File: config.mk
export PLATFORM = sky130hd
export DESIGN_NAME = pt_walker
export DESIGN_NICKNAME = d
export VERILOG_FILES = /design/src/rtl/pt_walker_pkg.sv /design/src/rtl/pt_entry_addr.sv /design/src/rtl/pt_rights_check.sv /design/src/rtl/pt_walker.sv
export SDC_FILE = /design/constraint.sdc
export NUM_CORES = 1
export LEC_CHECK = 0
export BUFFER_PORTS_ARGS = -buffer_cell sky130_fd_sc_hd__buf_2
export CAP_MARGIN = 5
export CORE_ASPECT_RATIO = 0.8
export CORE_UTILIZATION = 54
export DETAILED_ROUTE_END_ITERATION = 8
export PLACE_DENSITY_LB_ADDON = 0.1
export SLEW_MARGIN = 40
export SYNTH_ARGS = -nofsm -noshare
export SYNTH_HDL_FRONTEND = slang
export SYNTH_HIERARCHICAL = 1
export SYNTH_SLANG_ARGS = --single-unit
File: constraint.sdc
create_clock -name clk -period 5.35 [get_ports clk]
set_input_delay 0.8025 -clock clk [delete_from_list [all_inputs] [get_ports clk]]
set_output_delay 0.8025 -clock clk [all_outputs]
set_load 0.01 [all_outputs]
File: src/rtl/pt_walker_pkg.sv
package pt_walker_pkg;

    typedef enum logic [1:0] {
        ST_IDLE = 2'd0,
        ST_REQ  = 2'd1,
        ST_WAIT = 2'd2,
        ST_DONE = 2'd3
    } walk_state_e;

    typedef enum logic [1:0] {
        FLT_NONE = 2'b00,
        FLT_PAGE = 2'b01,
        FLT_PROT = 2'b10
    } fault_e;

    typedef enum logic [1:0] {
        ACC_LOAD  = 2'b00,
        ACC_STORE = 2'b01,
        ACC_FETCH = 2'b10,
        ACC_NONE  = 2'b11
    } access_e;

    localparam int PTE_W      = 32;
    localparam int PTE_VALID  = 31;
    localparam int PTE_RW_HI  = 30;
    localparam int PTE_RW_LO  = 28;
    localparam int PTE_KONLY  = 27;

    localparam logic [2:0] RIGHTS_RO = 3'b001;
    localparam logic [2:0] RIGHTS_RW = 3'b011;
    localparam logic [2:0] RIGHTS_XO = 3'b100;

endpackage

File: src/rtl/pt_entry_addr.sv
module pt_entry_addr #(
    parameter int ADDR_W      = 32,
    parameter int VPN_W       = 20,
    parameter int ENTRY_SHIFT = 2
) (
    input  logic [ADDR_W-1:0] base_i,
    input  logic [VPN_W-1:0]  vpn_i,
    output logic [ADDR_W-1:0] addr_o
);
    localparam int PAD_W = ADDR_W - VPN_W;

    logic [ADDR_W-1:0] index_scaled;

    generate
        if (PAD_W > 0) begin : g_pad
            assign index_scaled = {{PAD_W{1'b0}}, vpn_i} << ENTRY_SHIFT;
        end else begin : g_nopad
            assign index_scaled = vpn_i[ADDR_W-1:0] << ENTRY_SHIFT;
        end
    endgenerate

    assign addr_o = base_i + index_scaled;
endmodule

File: src/rtl/pt_rights_check.sv
module pt_rights_check
    import pt_walker_pkg::*;
(
    input  logic [PTE_W-1:0] pte_i,
    input  logic             kernel_i,
    input  logic [1:0]       acc_i,
    output logic [1:0]       fault_o
);
    logic [2:0] rights;
    logic       granted;

    assign rights = pte_i[PTE_RW_HI:PTE_RW_LO];

    always_comb begin
        unique case (acc_i)
            ACC_LOAD:  granted = (rights == RIGHTS_RO) || (rights == RIGHTS_RW);
            ACC_STORE: granted = (rights == RIGHTS_RW);
            ACC_FETCH: granted = (rights == RIGHTS_XO);
            default:   granted = 1'b0;
        endcase
    end

    always_comb begin
        if (!pte_i[PTE_VALID]) begin
            fault_o = FLT_PAGE;
        end else if (pte_i[PTE_KONLY] && !kernel_i) begin
            fault_o = FLT_PROT;
        end else if (!granted) begin
            fault_o = FLT_PROT;
        end else begin
            fault_o = FLT_NONE;
        end
    end
endmodule

File: src/rtl/pt_walker.sv
module pt_walker
    import pt_walker_pkg::*;
#(
    parameter int VA_W   = 32,
    parameter int PA_W   = 30,
    parameter int OFF_W  = 12,
    parameter int ADDR_W = 32
) (
    input  logic              clk,
    input  logic              rst_n,
    input  logic              start_i,
    input  logic [VA_W-1:0]   vaddr_i,
    input  logic [ADDR_W-1:0] ptbr_i,
    input  logic              kernel_i,
    input  logic [1:0]        acc_i,
    output logic              mem_req_o,
    output logic [ADDR_W-1:0] mem_addr_o,
    input  logic              mem_resp_valid_i,
    input  logic [31:0]       mem_resp_data_i,
    output logic              busy_o,
    output logic              done_o,
    output logic [1:0]        fault_o,
    output logic [PA_W-1:0]   paddr_o,
    output logic [31:0]       tlb_entry_o
);
    localparam int VPN_W = VA_W - OFF_W;
    localparam int PPN_W = PA_W - OFF_W;

    typedef struct packed {
        walk_state_e       st;
        logic [OFF_W-1:0]  offset;
        logic              kern;
        logic [1:0]        acc;
        logic [ADDR_W-1:0] addr;
        logic [1:0]        fault;
        logic [PA_W-1:0]   paddr;
        logic [PTE_W-1:0]  entry;
    } walk_regs_t;

    walk_regs_t s_d, s_q;

    logic [ADDR_W-1:0] entry_addr_d;
    logic [1:0]        check_fault_d;

    pt_entry_addr #(
        .ADDR_W      (ADDR_W),
        .VPN_W       (VPN_W),
        .ENTRY_SHIFT (2)
    ) i_entry_addr (
        .base_i (ptbr_i),
        .vpn_i  (vaddr_i[VA_W-1:OFF_W]),
        .addr_o (entry_addr_d)
    );

    pt_rights_check i_rights_check (
        .pte_i    (mem_resp_data_i),
        .kernel_i (s_q.kern),
        .acc_i    (s_q.acc),
        .fault_o  (check_fault_d)
    );

    always_comb begin
        s_d = s_q;
        unique case (s_q.st)
            ST_IDLE: begin
                if (start_i) begin
                    s_d.offset = vaddr_i[OFF_W-1:0];
                    s_d.kern   = kernel_i;
                    s_d.acc    = acc_i;
                    s_d.addr   = entry_addr_d;
                    s_d.st     = ST_REQ;
                end
            end
            ST_REQ: begin
                s_d.st = ST_WAIT;
            end
            ST_WAIT: begin
                if (mem_resp_valid_i) begin
                    s_d.fault = check_fault_d;
                    if (check_fault_d == FLT_NONE) begin
                        s_d.paddr = {mem_resp_data_i[PPN_W-1:0], s_q.offset};
                        s_d.entry = mem_resp_data_i;
                    end else begin
                        s_d.paddr = '0;
                        s_d.entry = '0;
                    end
                    s_d.st = ST_DONE;
                end
            end
            ST_DONE: begin
                s_d.st = ST_IDLE;
            end
            default: begin
                s_d.st = ST_IDLE;
            end
        endcase
    end

    always_ff @(posedge clk) begin
        if (!rst_n) begin
            s_q <= '{st: ST_IDLE, default: '0};
        end else begin
            s_q <= s_d;
        end
    end

    assign mem_req_o   = (s_q.st == ST_REQ);
    assign mem_addr_o  = s_q.addr;
    assign busy_o      = (s_q.st != ST_IDLE);
    assign done_o      = (s_q.st == ST_DONE);
    assign fault_o     = s_q.fault;
    assign paddr_o     = s_q.paddr;
    assign tlb_entry_o = s_q.entry;
endmodule

==> results_dict.tcl <==
set metrics [dict create \
    run_status "finished clean" \
    antenna_found_initial 0 \
    yosys-top-cells-area "dfxtp_1 (32%), buf_4 (14%), a22oi_2 (8.4%)" \
    synth_cell_types 60 \
    dp_hpwl_um 9760 \
    combined_global_route_utilization_of_all_metal_layers_pct 22.7 \
    crit_path_max_fanout 5 \
    r2r_end "tlb_entry_o[19]$_SDFFE_PN0P_" \
    worst-slew-pin-transition_ns 0.684 \
    max-clock-path-buffers 2 \
    synth-xor-area-share_pct 3.08 \
    worst_setup_path_end_kind "register" \
    first_global_vias 4499 \
    post_synth_mux_area_share_pct 0.168 \
    final_min_period_over_clock_period_pct 51.0 \
    r2r_cells 6 \
    synth_top_family_by_area "compound AO/OA/AOI/OAI gates" \
    cts_inserted_buffers 9 \
    pin_count_of_the_biggest_net_entering_global_routing 77 \
    startpoint "ptbr_i[2]" \
    die_ar_um2 11500 \
    floorplan.die.width_um 120 \
    initial_core_util_pct 56.9 \
    vias 4943 \
    post_synthesis_cells 710 \
    number_of_clock_sinks 95 \
    grt_pass1_wl_um 20800 \
    fin_nets 920 \
    chipHeight_um 96.0 \
    ir_drop_v 0.000220 \
    synth-async-reset-ratio_pct 0 \
    ctsResizeCount 0 \
    flow.area_growth_from_synthesis_pct 9.48 \
    floorplan.rows 33 \
    clock_slew_seen_by_the_registers_of_the_worst_setup_and_hold_paths_ns 0.07 \
    synth-edff-count 0 \
    syn_area_um2 5970 \
    cts_root_buf "clkbuf_16" \
    place.gp.congestion 0.843 \
    setup-tns-final_ns 0 \
    netlist.area_leader.share_pct 31.9 \
    synth_sequential_area_ratio_pct 31.9 \
    route.detailed.vias_per_inst 5.29 \
    crit_end "mem_addr_o[30]$_SDFFE_PN0P_" \
    clock_latency_ns 0.34 \
    fmaxAchievable_ghz 0.367 \
    setup_viol 0 \
    finalMaxSlewViolations 0 \
    cap_violations 0 \
    cts_hold_buf 0 \
    htree_levels 3 \
    detail_route.drc_violations 0 \
    power_per_cell_area_nw_per_um2 292 \
    regToRegSetupSlack_ns 3.41 \
    headroom_to_the_max_slew_limit_pct 54.4 \
    ys.warnings.count 6 \
    post_synth_and_or_nand_nor_area_fraction_pct 19.0 \
    compound_gate_portion_of_the_synthesized_area_pct 22.1 \
    postSynthAreaPerCell_um2 8.40 \
    period_needed_ns 2.73 \
    netlist.top_cell.by_area "dfxtp_1" \
    port_buffers 201 \
    synth_adder_area_share_pct 5.79 \
    drive_gt1_share_pct 39.6 \
    synth.top_cells.by_count "nand2_1 (121), buf_4 (108), dfxtp_1 (95)" \
    global_route.overflow_total 0 \
    synth_top_flop_cell "dfxtp_1" \
    num_io_pins 202 \
    criticalPathCategory "in2reg" \
    finalHoldViolations 0 \
    regToRegStartpoint "s_q[111]$_SDFFE_PN0P_" \
    postSynthNetCount 840 \
    dr.first_iter.drc_count 283 \
    drt_pre_antenna_iters 6 \
    core_region_area_um2 10500 \
    holdCritPathClass "reg2reg" \
    worst_clock_skew_ns 0.00789 \
    antenna_cells_inserted 0 \
    flip_flop_and_latch_count_after_synthesis 95 \
    worstPathArrival_ns 3.00 \
    post-layout-total-power_mw 1.91 \
    cts.repair_timing.setup_buffer_count 0 \
    yosys.cell_count.top_type "nand2_1" \
    worst_ep_required_time_ns 5.63 \
    postRouteAntennaNets 0 \
    cp-start-kind "primary input" \
    rsz0062_at_grt "no" \
    finalWirelength_um 13200 \
    tritoncts "done" \
    wl_per_cell_um 14.1 \
    leakage_power_nw 2.95 \
]
-- flip-flops by register name, summed over array words and instances, names as in the netlist --
name         count
paddr_o         29
fault_o          2
tlb_entry_o     15
mem_addr_o      32
s_q             17
-- layout by cell type (no fill, tap or decap), types with 3 or more instances in the layout --
| cell type | instances |
|---|---|
| buf_2 | 201 |
| nand2_1 | 120 |
| dfxtp_1 | 95 |
| a21oi_1 | 74 |
| a22oi_2 | 40 |
| nor2_2 | 40 |
| ha_1 | 26 |
| inv_1 | 19 |
| nor2_1 | 16 |
| nand3_1 | 15 |
| xor2_1 | 11 |
| o21ai_0 | 10 |
| nor3_1 | 10 |
| xnor2_1 | 10 |
| clkbuf_16 | 9 |
| nand2b_1 | 6 |
| o211ai_1 | 6 |
| o21ai_1 | 5 |
| a22oi_1 | 4 |
| nor2b_1 | 4 |
| a21o_1 | 4 |
| a31oi_1 | 4 |
| nand4_1 | 3 |
| a211oi_1 | 3 |
| o21a_1 | 3 |
| o21bai_1 | 3 |
-- final cells by class --
cell class	instances	area [um^2]
Clock inverter	7	113
Multi-Input combinational cell	460	3010
Fill cell	961	3960
Timing Repair Buffer	204	1030
Inverter	20	77.6
Sequential cell	95	1900
Clock buffer	9	225
Tap cell	140	175
-- worst min path at each step --
stage	depth (start not counted)	startpoint	slack [ns]	endpoint
6_report	2	mem_addr_o[5]$_SDFFE_PN0P_	0.45	mem_addr_o[5]$_SDFFE_PN0P_
2_1_floorplan	2	mem_addr_o[12]$_SDFFE_PN0P_	0.44	mem_addr_o[12]$_SDFFE_PN0P_
3_3_place_gp	2	mem_addr_o[0]$_SDFFE_PN0P_	0.44	mem_addr_o[0]$_SDFFE_PN0P_
4_1_cts	2	mem_addr_o[21]$_SDFFE_PN0P_	0.45	mem_addr_o[21]$_SDFFE_PN0P_
5_1_grt	2	mem_addr_o[20]$_SDFFE_PN0P_	0.47	mem_addr_o[20]$_SDFFE_PN0P_
3_5_place_dp	2	mem_addr_o[21]$_SDFFE_PN0P_	0.45	mem_addr_o[21]$_SDFFE_PN0P_
-- cell families after synthesis --
kind of cell	count (synthesis)
flip-flops	95
AND/OR/NAND/NOR	235
multiplexers	1
AO/OA/AOI/OAI	176
buffers and inverters	155
XOR/XNOR	21
adder cells (fa/ha/maj)	27
-- per-layer routing --
| metal | GRT usage [%] | wire length, um |
|---|---|---|
| met2 | 38.3 | 6200 |
| met1 | 28.4 | 5980 |
| met5 | 0 | 0 |
| met3 | 6.16 | 864 |
| met4 | 7.19 | 180 |
-- metrics by stage --
stage                     std cells  cell area (um^2)  worst slack (ns)  util, %  hold slack [ns]
final                           935              6530              2.62     62.3            0.452
after global routing            935              6530              2.46     62.3            0.472
after CTS                       935              6530              2.64     62.3            0.455
after detailed placement        919              6190              2.29     59.1            0.445
after global placement          919              6180              2.21     58.9            0.439
after floorplan                 710              5970              2.70        -            0.436
-- worst max-delay path, stage by stage --
cell      delay [ns]
buf_2           0.08
ha_1            0.16
inv_1           0.06
fa_1            0.39
nor2b_1         0.18
o2111a_1        0.27
o31a_1          0.24
o211ai_2        0.19
a211oi_2        0.25
xor2_1          0.19
nand2_1         0.06
a21oi_1         0.13
-- where the power goes --
| group | total [mW] | switching (mW) | leakage, nW | internal (mW) |
|---|---|---|---|---|
| logic | 0.416 | 0.253 | 2.01 | 0.163 |
| registers | 0.777 | 0.0255 | 0.774 | 0.752 |
| clock network | 0.714 | 0.294 | 0.161 | 0.420 |
| total | 1.91 | 0.573 | 2.95 | 1.33 |
No activity file was read; power rests on OpenSTA's default activity.
